--- src/rtl/flb_pkg.sv ---
package flb_pkg;
   localparam logic [1:0] SEL_MODE = 2'd0;
   localparam logic [1:0] SEL_TIME = 2'd1;
   localparam logic [1:0] SEL_STAT = 2'd2;

   localparam logic [1:0] MODE_OFF  = 2'd0;
   localparam logic [1:0] MODE_PART = 2'd1;
   localparam logic [1:0] MODE_FULL = 2'd2;

   // Modes 2 and 3 both serve hits without waiting.
   function automatic logic mode_is_full(input logic [1:0] m);
      return m[1];
   endfunction
endpackage

--- src/rtl/flb_wsel.sv ---
module flb_wsel #(
   parameter int LINE_W = 128,
   parameter int DATA_W = 32,
   localparam int WORDS = LINE_W / DATA_W,
   localparam int IDX_W = (WORDS > 1) ? $clog2(WORDS) : 1
) (
   input  logic [LINE_W-1:0] line,
   input  logic [IDX_W-1:0]  idx,
   output logic [DATA_W-1:0] word
);
   generate
      if (WORDS == 1) begin : g_single
         logic unused_idx;
         assign unused_idx = ^idx;
         assign word = line;
      end else begin : g_multi
         logic [DATA_W-1:0] words [WORDS];
         for (genvar i = 0; i < WORDS; i++) begin : g_split
            assign words[i] = line[i*DATA_W +: DATA_W];
         end
         assign word = words[idx];
      end
   endgenerate
endmodule

--- src/rtl/flb_pacer.sv ---
module flb_pacer #(
   parameter int TIM_W = 3
) (
   input  logic             clk,
   input  logic             rst_n,
   input  logic             active,
   input  logic [TIM_W-1:0] t_eff,
   output logic             last
);
   logic [TIM_W-1:0] cnt_q;

   assign last = (cnt_q == TIM_W'(t_eff - TIM_W'(1)));

   always_ff @(posedge clk) begin
      if (!rst_n) begin
         cnt_q <= '0;
      end else if (!active || last) begin
         cnt_q <= '0;
      end else begin
         cnt_q <= cnt_q + TIM_W'(1);
      end
   end
endmodule

--- src/rtl/flb_line.sv ---
module flb_line #(
   parameter int LINE_W = 128,
   parameter int DATA_W = 32,
   parameter int TAG_W  = 28,
   localparam int WORDS = LINE_W / DATA_W,
   localparam int IDX_W = (WORDS > 1) ? $clog2(WORDS) : 1
) (
   input  logic              clk,
   input  logic              rst_n,
   input  logic              inval,
   input  logic              load,
   input  logic [TAG_W-1:0]  load_tag,
   input  logic [LINE_W-1:0] load_line,
   input  logic [TAG_W-1:0]  look_tag,
   input  logic [IDX_W-1:0]  idx,
   output logic              hit,
   output logic [DATA_W-1:0] rd_word,
   output logic              valid_q,
   output logic [TAG_W-1:0]  tag_q
);
   logic [LINE_W-1:0] line_q;

   always_ff @(posedge clk) begin
      if (!rst_n) begin
         valid_q <= 1'b0;
         tag_q   <= '0;
         line_q  <= '0;
      end else if (inval) begin
         valid_q <= 1'b0;
      end else if (load) begin
         valid_q <= 1'b1;
         tag_q   <= load_tag;
         line_q  <= load_line;
      end
   end

   assign hit = valid_q && (tag_q == look_tag);

   flb_wsel #(.LINE_W(LINE_W), .DATA_W(DATA_W)) u_sel (
      .line (line_q),
      .idx  (idx),
      .word (rd_word)
   );
endmodule

--- src/rtl/flb_stats.sv ---
module flb_stats #(
   parameter int CNT_W = 32
) (
   input  logic             clk,
   input  logic             rst_n,
   input  logic             ctl_we,
   input  logic             ctl_run,
   input  logic             ctl_clr,
   input  logic             inc,
   output logic [CNT_W-1:0] count,
   output logic             run_q
);
   always_ff @(posedge clk) begin
      if (!rst_n) begin
         count <= '0;
         run_q <= 1'b0;
      end else begin
         if (ctl_we) run_q <= ctl_run;
         if (ctl_we && ctl_clr) count <= '0;
         else if (run_q && inc) count <= count + CNT_W'(1);
      end
   end
endmodule

--- src/rtl/flash_line_buffer.sv ---
module flash_line_buffer
   import flb_pkg::*;
#(
   parameter int ADDR_W  = 32,
   parameter int DATA_W  = 32,
   parameter int LINE_W  = 128,
   parameter int TIM_W   = 3,
   parameter int TIM_RST = 7,
   parameter int CNT_W   = 32,
   localparam int OFF_W  = $clog2(LINE_W / 8),
   localparam int BYTE_W = $clog2(DATA_W / 8),
   localparam int TAG_W  = ADDR_W - OFF_W,
   localparam int WORDS  = LINE_W / DATA_W,
   localparam int IDX_W  = (WORDS > 1) ? $clog2(WORDS) : 1
) (
   input  logic              clk,
   input  logic              rst_n,
   input  logic              cpu_req,
   input  logic [ADDR_W-1:0] cpu_addr,
   output logic              cpu_ready,
   output logic [DATA_W-1:0] cpu_rdata,
   output logic              fl_req,
   output logic [TAG_W-1:0]  fl_addr,
   input  logic [LINE_W-1:0] fl_rdata,
   input  logic              fl_busy,
   input  logic              cfg_we,
   input  logic [1:0]        cfg_sel,
   input  logic [7:0]        cfg_wdata,
   output logic [CNT_W-1:0]  stat_count
);
   generate
      if (LINE_W % DATA_W != 0 || DATA_W % 8 != 0) begin : g_bad_width
         $error("flash_line_buffer: LINE_W must be a multiple of DATA_W, DATA_W of 8");
      end
      if ((LINE_W & (LINE_W - 1)) != 0 || (DATA_W & (DATA_W - 1)) != 0) begin : g_bad_pow2
         $error("flash_line_buffer: LINE_W and DATA_W must be powers of two");
      end
      if (TIM_W < 1 || TIM_W > 8 || TIM_RST >= (1 << TIM_W)) begin : g_bad_tim
         $error("flash_line_buffer: fetch time field does not fit");
      end
      if (TAG_W < 1) begin : g_bad_addr
         $error("flash_line_buffer: ADDR_W too small for one line");
      end
   endgenerate

   logic [1:0]       mode_q;
   logic [TIM_W-1:0] tim_q;
   logic [TIM_W-1:0] t_eff;
   logic             full, bypass, hit, fast, from_latch, last, fetch;
   logic             line_valid;
   logic [TAG_W-1:0] line_tag, look_tag;
   logic [IDX_W-1:0] idx;
   logic [DATA_W-1:0] latch_word, array_word, fetched_word;
   logic [LINE_W-1:0] fetched_line;
   logic             stat_run;
   logic             inval;
   logic             unused_bits;

   assign unused_bits = ^cfg_wdata;

   always_ff @(posedge clk) begin
      if (!rst_n) begin
         mode_q <= MODE_OFF;
         tim_q  <= TIM_W'(TIM_RST);
      end else if (cfg_we) begin
         if (cfg_sel == SEL_MODE) mode_q <= cfg_wdata[1:0];
         if (cfg_sel == SEL_TIME) tim_q  <= cfg_wdata[TIM_W-1:0];
      end
   end

   assign t_eff   = (tim_q == '0) ? TIM_W'(1) : tim_q;
   assign full    = mode_is_full(mode_q);
   assign bypass  = !full && (t_eff == TIM_W'(1));
   assign inval   = cfg_we && (cfg_sel == SEL_MODE || cfg_sel == SEL_TIME);

   assign look_tag = cpu_addr[ADDR_W-1:OFF_W];
   assign idx      = IDX_W'(cpu_addr >> BYTE_W);
   assign fl_addr  = look_tag;

   assign fast       = full && hit;
   assign from_latch = hit && !bypass;
   assign fetch      = cpu_req && !from_latch;
   assign fl_req     = fetch;

   flb_pacer #(.TIM_W(TIM_W)) u_pacer (
      .clk    (clk),
      .rst_n  (rst_n),
      .active (cpu_req && !fast),
      .t_eff  (t_eff),
      .last   (last)
   );

   assign fetched_line = fl_busy ? {LINE_W{1'b1}} : fl_rdata;

   flb_wsel #(.LINE_W(LINE_W), .DATA_W(DATA_W)) u_arr_sel (
      .line (fetched_line),
      .idx  (idx),
      .word (array_word)
   );

   flb_line #(.LINE_W(LINE_W), .DATA_W(DATA_W), .TAG_W(TAG_W)) u_line (
      .clk       (clk),
      .rst_n     (rst_n),
      .inval     (inval),
      .load      (fetch && last && !bypass),
      .load_tag  (look_tag),
      .load_line (fetched_line),
      .look_tag  (look_tag),
      .idx       (idx),
      .hit       (hit),
      .rd_word   (latch_word),
      .valid_q   (line_valid),
      .tag_q     (line_tag)
   );

   assign fetched_word = array_word;
   assign cpu_ready    = cpu_req && (fast || last);
   assign cpu_rdata    = from_latch ? latch_word : fetched_word;

   flb_stats #(.CNT_W(CNT_W)) u_stats (
      .clk     (clk),
      .rst_n   (rst_n),
      .ctl_we  (cfg_we && cfg_sel == SEL_STAT),
      .ctl_run (cfg_wdata[0]),
      .ctl_clr (cfg_wdata[1]),
      .inc     (cpu_req && !fast && last),
      .count   (stat_count),
      .run_q   (stat_run)
   );
endmodule

--- config.mk ---
export PLATFORM = sky130hd
export DESIGN_NAME = flash_line_buffer
export DESIGN_NICKNAME = d
export VERILOG_FILES = /design/src/rtl/flb_pkg.sv /design/src/rtl/flb_wsel.sv /design/src/rtl/flb_pacer.sv /design/src/rtl/flb_line.sv /design/src/rtl/flb_stats.sv /design/src/rtl/flash_line_buffer.sv
export SDC_FILE = /design/constraint.sdc
export NUM_CORES = 1
export LEC_CHECK = 0
export BUFFER_PORTS_ARGS = -buffer_cell sky130_fd_sc_hd__buf_2
export CORE_UTILIZATION = 29
export DETAILED_ROUTE_END_ITERATION = 8
export GPL_ROUTABILITY_DRIVEN = 0
export GPL_TIMING_DRIVEN = 1
export PLACE_DENSITY_LB_ADDON = 0.25
export RECOVER_POWER = 50
export SYNTH_ARGS = -nofsm -noshare
export SYNTH_HDL_FRONTEND = slang
export SYNTH_SLANG_ARGS = --single-unit
export TNS_END_PERCENT = 1
--- constraint.sdc ---
create_clock -name clk -period 7.62 [get_ports clk]
set_input_delay 1.524 -clock clk [delete_from_list [all_inputs] [get_ports clk]]
set_output_delay 1.524 -clock clk [all_outputs]
set_load 0.005 [all_outputs]
==> results of run 1 <==
-- per-stage QoR --
| step | instance area, µm² | hold WS (ns) | std cells | setup WS [ns] |
|---|---|---|---|---|
| 2_1_floorplan | 10900 | 0.425 | 1245 | 3.13 |
| 3_3_place_gp | 12100 | 0.435 | 1818 | 2.15 |
| 3_5_place_dp | 12100 | 0.441 | 1818 | 2.12 |
| 4_1_cts | 12700 | 0.452 | 1850 | 2.11 |
| 5_1_grt | 12600 | 0.471 | 1852 | 0.987 |
| 6_report | 12700 | 0.449 | 1854 | 1.59 |
-- layer usage --
metal / GRT usage, % / vias to the layer above / routed length, µm
met1: 23.2 / 4972 / 15400
met5: 0 / - / 13
met3: 3.59 / 26 / 1550
met2: 27.3 / 279 / 15400
li1: - / 4957 / -
met4: 4.80 / 2 / 481
-- final cells by class --
class | instances | share of cell area, %
tap | 468 | 4.63
antenna | 4 | 0.0791
timing repair buffer | 274 | 10.8
clock inverter | 14 | 1.18
multi-input combinational | 870 | 48.4
sequential | 197 | 31.2
clock buffer | 18 | 3.39
inverter | 9 | 0.267
-- state kept, by name, indices dropped and copies added, names as in the netlist --
register        cells
u_line.line_q     128
u_stats.count      32
u_line.tag_q       28
tim_q               3
u_pacer.cnt_q       3
mode_q              1
u_line.valid_q      1
u_stats.run_q       1
-- kinds of logic (layout without fill, tap and decap cells) --
family	after synthesis	after routing	share of synthesized area [%]
AOI/OAI and AO/OA	391	391	23.5
xor gates and xnor gates	29	29	2.34
adders and majority gates	4	4	0.460
buffers and inverters	178	315	7.55
DFF	197	197	36.3
muxes	66	66	13.4
other	0	4	0
and+or+nand+nor	380	380	16.5
-- power by group --
| part | switching, mW | internal (mW) | total (mW) | leakage (nW) |
|---|---|---|---|---|
| Clock | 0.428 | 0.487 | 0.914 | 0.274 |
| Sequential | 0.00573 | 1.04 | 1.04 | 1.59 |
| Combinational | 0.135 | 0.103 | 0.238 | 2.34 |
| Total | 0.568 | 1.63 | 2.20 | 4.20 |
-- worst max-delay path, delay by kind of cell --
| family | cells | cell delay, ns |
|---|---|---|
| compound gates | 2 | 0.43 |
| buf+inv | 3 | 4.40 |
-- cells in the mapped netlist, types with 6 or more instances --
| cell | number |
|---|---|
| dfxtp_1 | 197 |
| nand2_1 | 181 |
| o2111ai_1 | 128 |
| o21ai_0 | 114 |
| clkbuf_1 | 100 |
| nor2_1 | 75 |
| mux4_2 | 64 |
| a21oi_1 | 63 |
| o21ai_1 | 48 |
| nand4_1 | 45 |
| buf_2 | 38 |
| xnor2_1 | 29 |
| buf_4 | 28 |
| o31ai_1 | 28 |
| or4_1 | 28 |
| nand3_1 | 15 |
| inv_1 | 9 |
| and2_1 | 6 |
-- worst paths after layout --
path / start / to / slack (ns) / cells after the start
max reg2reg: tim_q[2]$_SDFFE_PN1P_ / u_line.line_q[39]$_SDFFE_PN0P_ / 3.70 / 10
min reg2reg: u_line.line_q[126]$_SDFFE_PN0P_ / u_line.line_q[126]$_SDFFE_PN0P_ / 0.45 / 2
min: u_line.line_q[126]$_SDFFE_PN0P_ / u_line.line_q[126]$_SDFFE_PN0P_ / 0.45 / 2
max: rst_n / u_stats.count[12]$_SDFFE_PP0P_ / 1.59 / 5
==> results_dict.tcl, run 1 <==
set metrics [dict create \
    yosysWarnings 0 \
    ir_drop_v 0.000128 \
    synth_top_cell_by_area "dfxtp_1" \
    cts_tree "done" \
    cellPowerDensity_nw_per_um2 174 \
    grt_pass1_wl_um 52500 \
    regArea_um2 3940 \
    synth-edff-count 0 \
    crit_arrival_ns 6.39 \
    maxSlewHeadroom_pct -216 \
    critPathMaxStageDelay_ns 3.25 \
    area_growth_pct 16.3 \
    post_cts.repair.setup_buffers 0 \
    rows 70 \
    crit_top_cell "clkbuf_1" \
    max_freq_mhz 166 \
    rsz0062_at_grt "no" \
    cp-end-kind "flip-flop" \
    start_util_pct 29.6 \
    start_kind "input port" \
    synth_area_leaders "dfxtp_1, mux4_2, o2111ai_1" \
    synth_flop_cell "dfxtp_1" \
    clock_latency_ns 0.45 \
    cts_buffers 17 \
    n_fill_cell 3893 \
    hold_buffers 0 \
    synth.avg_cell_area_um2 8.74 \
    layout.nets 1548 \
    leakage_nw 4.20 \
    design_power_total_mw 2.20 \
    worstMarginPinSlew_ns 4.74 \
    run_status "finished with violations" \
    wire_per_inst_um 17.7 \
    layout_common_cells "buf_2, dfxtp_1, nand2_1, o21ai_0, o2111ai_1" \
    netlist_area_um2 10900 \
    critPathMaxFanout 209 \
    worstSetupPathType "in -> reg" \
    final_common_cell "buf_2" \
    multi_input_comb_area_um2 6130 \
    hpwl_um 19900 \
    yosys.cell_types.count 43 \
    maxCapViolations 2 \
    antenna_found_initial 5 \
    cts_num_sinks 197 \
    clkSlewWorstSetupHoldPaths_ns 0.07 \
    finClkSkew_ns 0.0127 \
    critPathSlowestCell "clkbuf_1" \
    wirelength_um 32800 \
    globalRouteOverflowTotal 0 \
    hold_class "reg -> reg" \
    ys_seq_area_share_pct 36.3 \
    setup_viol 0 \
    setup_tns_ns 0 \
    drive_above_1_share_pct 24.0 \
    clk_path_buf_depth 2 \
    pin_count 269 \
    fin_crit_ns 6.03 \
    hold_viol 0 \
    drc_errors 0 \
    async_flop_share_pct 0 \
    cts-resized-gates 0 \
    numPortBuffers 261 \
    grt_util_all_layers_pct 17.1 \
    utilization_pct 34.4 \
    crit_required_ns 7.98 \
    die_x_um 196 \
    via_per_inst 5.52 \
    synth_nets 1424 \
    drtIter0Drc 633 \
    drv_slew 146 \
    cts-root-buf "clkbuf_16" \
    final.period_utilization_pct 79.1 \
    netlist.area_leader.share_pct 36.3 \
    crit_chain "clkbuf_1 -> buf_12 -> o21ai_2 -> clkbuf_1 -> a21oi_1" \
    antenna_left 0 \
    synth_cells 1245 \
    grt_max_degree 210 \
    htree_levels 4 \
    core_um2 36800 \
    grt_pass1_vias 9511 \
    first_pass_iters 4 \
    violations "capacitance limit, slew limit" \
    synth.ff_latch_count 197 \
    via_count 10200 \
    dieArea_um2 38300 \
    die_y_um 196 \
]
Note: power is estimated with default switching activity, not from simulation.
==> run 2: changes to the inputs <==
- ABC_AREA: unset -> 1
- clock period: 7.62 -> 5.6 ns (I/O delays scaled with it)
==> results_dict.tcl, run 2 <==
set metrics [dict create \
    die_y_um 211 \
    grt_use_met2_pct 27.3 \
    cts_buffers 17 \
    fin_area_um2 14700 \
    critPathMaxFanout 38 \
    start_kind "input port" \
    layout.nets 2564 \
    multi_input_comb_area_um2 6590 \
    synth_most_common_cell "nand2_1" \
    maxSlewHeadroom_pct -85.1 \
    dieArea_um2 44500 \
    synth_top_cell_by_area "dfxtp_1" \
    worstMarginPinSlew_ns 2.78 \
    final.period_utilization_pct 80.4 \
    fin_cells 2984 \
    synth_flop_cell "dfxtp_1" \
    htree_levels 4 \
    cp-end-kind "output port" \
    hold_class "reg -> reg" \
    ys_seq_area_share_pct 31.1 \
    drc_errors 0 \
    layout_common_cells "nand2_1, nor2_1, inv_1, buf_2, dfxtp_1" \
    cts_tree "done" \
    via_per_inst 4.41 \
    cellPowerDensity_nw_per_um2 217 \
    wirelength_um 37400 \
    reg2reg_to "u_line.line_q[49]$_SDFFE_PN0P_" \
    r2r-start "tim_q[2]$_SDFFE_PN1P_" \
    antenna_found_initial 4 \
    first_pass_iters 5 \
    ir_drop_v 0.000174 \
    min_to "u_stats.run_q$_SDFFE_PN0P_" \
    synth.avg_cell_area_um2 5.65 \
    yosysWarnings 0 \
    setup_viol 0 \
    synth_nets 2421 \
    worstHoldStart "u_stats.run_q$_SDFFE_PN0P_" \
    use_met1_pct 22.4 \
    r2r_cells 13 \
    area_growth_pct 15.8 \
    synth_top_family_by_area "simple AND/OR/NAND/NOR gates" \
    largest_reg_flops 128 \
    worstSetupPathType "in -> out" \
    synth_mux_area_share_pct 0 \
    wire_per_inst_um 12.5 \
    synth_fa_ha_area_share_pct 0.395 \
    grt_pass1_vias 12100 \
    finClkSkew_ns 0.0102 \
    clk_path_buf_depth 2 \
    cts-resized-gates 0 \
    crit_chain "clkbuf_1 -> inv_1 -> nand2_1 -> nand2_1 -> nor3_1 -> nand2_1 -> nor2_1 -> nand3_1 -> buf_4 -> inv_1 -> buf_4 -> nand3_1 -> o21ai_0 -> inv_1 -> buf_2" \
    run_status "finished with violations" \
    netlist.area_leader.share_pct 31.1 \
    drive_above_1_share_pct 11.8 \
    final_common_cell "nand2_1" \
    crit_arrival_ns 3.38 \
    max_freq_mhz 222 \
    globalRouteOverflowTotal 0 \
    synth-compound-area-share_pct 13.2 \
    violations "capacitance limit, slew limit" \
    numPortBuffers 261 \
    synth_xor_xnor_area_share_pct 2.42 \
    regArea_um2 3940 \
    globalRouteMet3Util_pct 3.82 \
    hpwl_um 25400 \
    synthTopCellsByCount "nand2_1, nor2_1, inv_1" \
    maxCapViolations 2 \
    start_util_pct 29.4 \
    die_x_um 211 \
    setup_tns_ns 0 \
    synth_area_leaders "dfxtp_1, nand2_1, nor2_1" \
    cts_num_sinks 197 \
    critPathMaxStageDelay_ns 0.42 \
    postPlaceCellArea_um2 14100 \
    cts-root-buf "clkbuf_16" \
    dp.cells 2951 \
    via_count 13200 \
    clock_latency_ns 0.48 \
    grt_util_all_layers_pct 17.1 \
    synth.ff_latch_count 197 \
    rows 76 \
    antenna_left 0 \
    crit_required_ns 4.48 \
    hold_buffers 0 \
    clkSlewWorstSetupHoldPaths_ns 0.07 \
    drtIter0Drc 837 \
    netlist_area_um2 12700 \
    fin_crit_ns 4.50 \
    synth_cells 2242 \
    grt_pass1_wl_um 60600 \
    n_fill_cell 4923 \
    largest_registers "u_line.line_q x128, u_stats.count x32, u_line.tag_q x28" \
    grt-busiest-layer "met2" \
    grt_max_degree 117 \
    r2r_slack_ns 1.42 \
    drv_slew 97 \
    async_flop_share_pct 0 \
    critPathSlowestCell "buf_4" \
    post_cts.repair.setup_buffers 0 \
    leakage_nw 7.30 \
    hold_viol 0 \
    design_power_total_mw 3.18 \
    rsz0062_at_grt "no" \
    yosys.cell_types.count 29 \
    synth-edff-count 0 \
    hold_depth 2 \
    pin_count 269 \
    regMostFlops "u_line.line_q" \
    core_um2 43100 \
    synth-simple-area-share_pct 36.1 \
]
==> run 2: stage by stage <==
stage | worst slack, ns | util, % | hold WS, ns
after floorplan | 2.05 | - | 0.420
after global placement | 1.20 | 32.8 | 0.437
after detailed placement | 1.20 | 32.8 | 0.439
after CTS | 1.19 | 34.3 | 0.460
after global routing | 0.566 | 34.0 | 0.491
final | 1.10 | 34.0 | 0.455
==> run 2: critical path: cells and delay by family <==
family | cells | cell delay, ns
AOI/OAI and AO/OA | 1 | 0.12
buffers and inverters | 7 | 1.27
and+or+nand+nor | 7 | 0.83
==> run 2: final cells by class <==
class / count / area share, %
inverter: 367 / 9.42
sequential: 197 / 26.9
multi-input combinational: 1524 / 45.0
clock inverter: 10 / 0.956
antenna: 1 / 0.0171
tap: 585 / 4.99
clock buffer: 22 / 3.30
timing repair buffer: 278 / 9.42
==> run 2: cell families (layout without fill, tap and decap cells) <==
| family | count (synthesis) | after routing |
|---|---|---|
| and+or+nand+nor | 1154 | 1154 |
| buffers and inverters | 521 | 677 |
| AOI/OAI and AO/OA | 331 | 331 |
| DFF | 197 | 197 |
| xor gates and xnor gates | 35 | 35 |
| adders and majority gates | 4 | 4 |
| other | 0 | 1 |
==> run 2: where the power goes <==
| group | switching, mW | leakage, nW | total, mW | internal [mW] |
|---|---|---|---|---|
| sequential | 0.00738 | 1.59 | 1.42 | 1.42 |
| combinational | 0.266 | 5.40 | 0.417 | 0.151 |
| clock | 0.586 | 0.311 | 1.34 | 0.752 |
==> run 2: worst max path at each step <==
stage | slack [ns] | end | startpoint | cells past startpoint
2_1_floorplan | 2.05 | cpu_rdata[13] | cpu_addr[27] | 13
3_3_place_gp | 1.20 | cpu_rdata[10] | cpu_addr[24] | 16
4_1_cts | 1.19 | cpu_rdata[10] | cpu_addr[31] | 15
6_report | 1.10 | cpu_rdata[10] | cpu_addr[31] | 15
5_1_grt | 0.57 | u_line.line_q[41]$_SDFFE_PN0P_ | cpu_addr[31] | 14
3_5_place_dp | 1.20 | cpu_rdata[10] | cpu_addr[31] | 15
==> run 2: metal layers <==
layer / wire length (µm) / share of wire (%)
met5: 35 / 0.094
met4: 988 / 2.6
met3: 1730 / 4.6
met2: 16600 / 45
met1: 18000 / 48
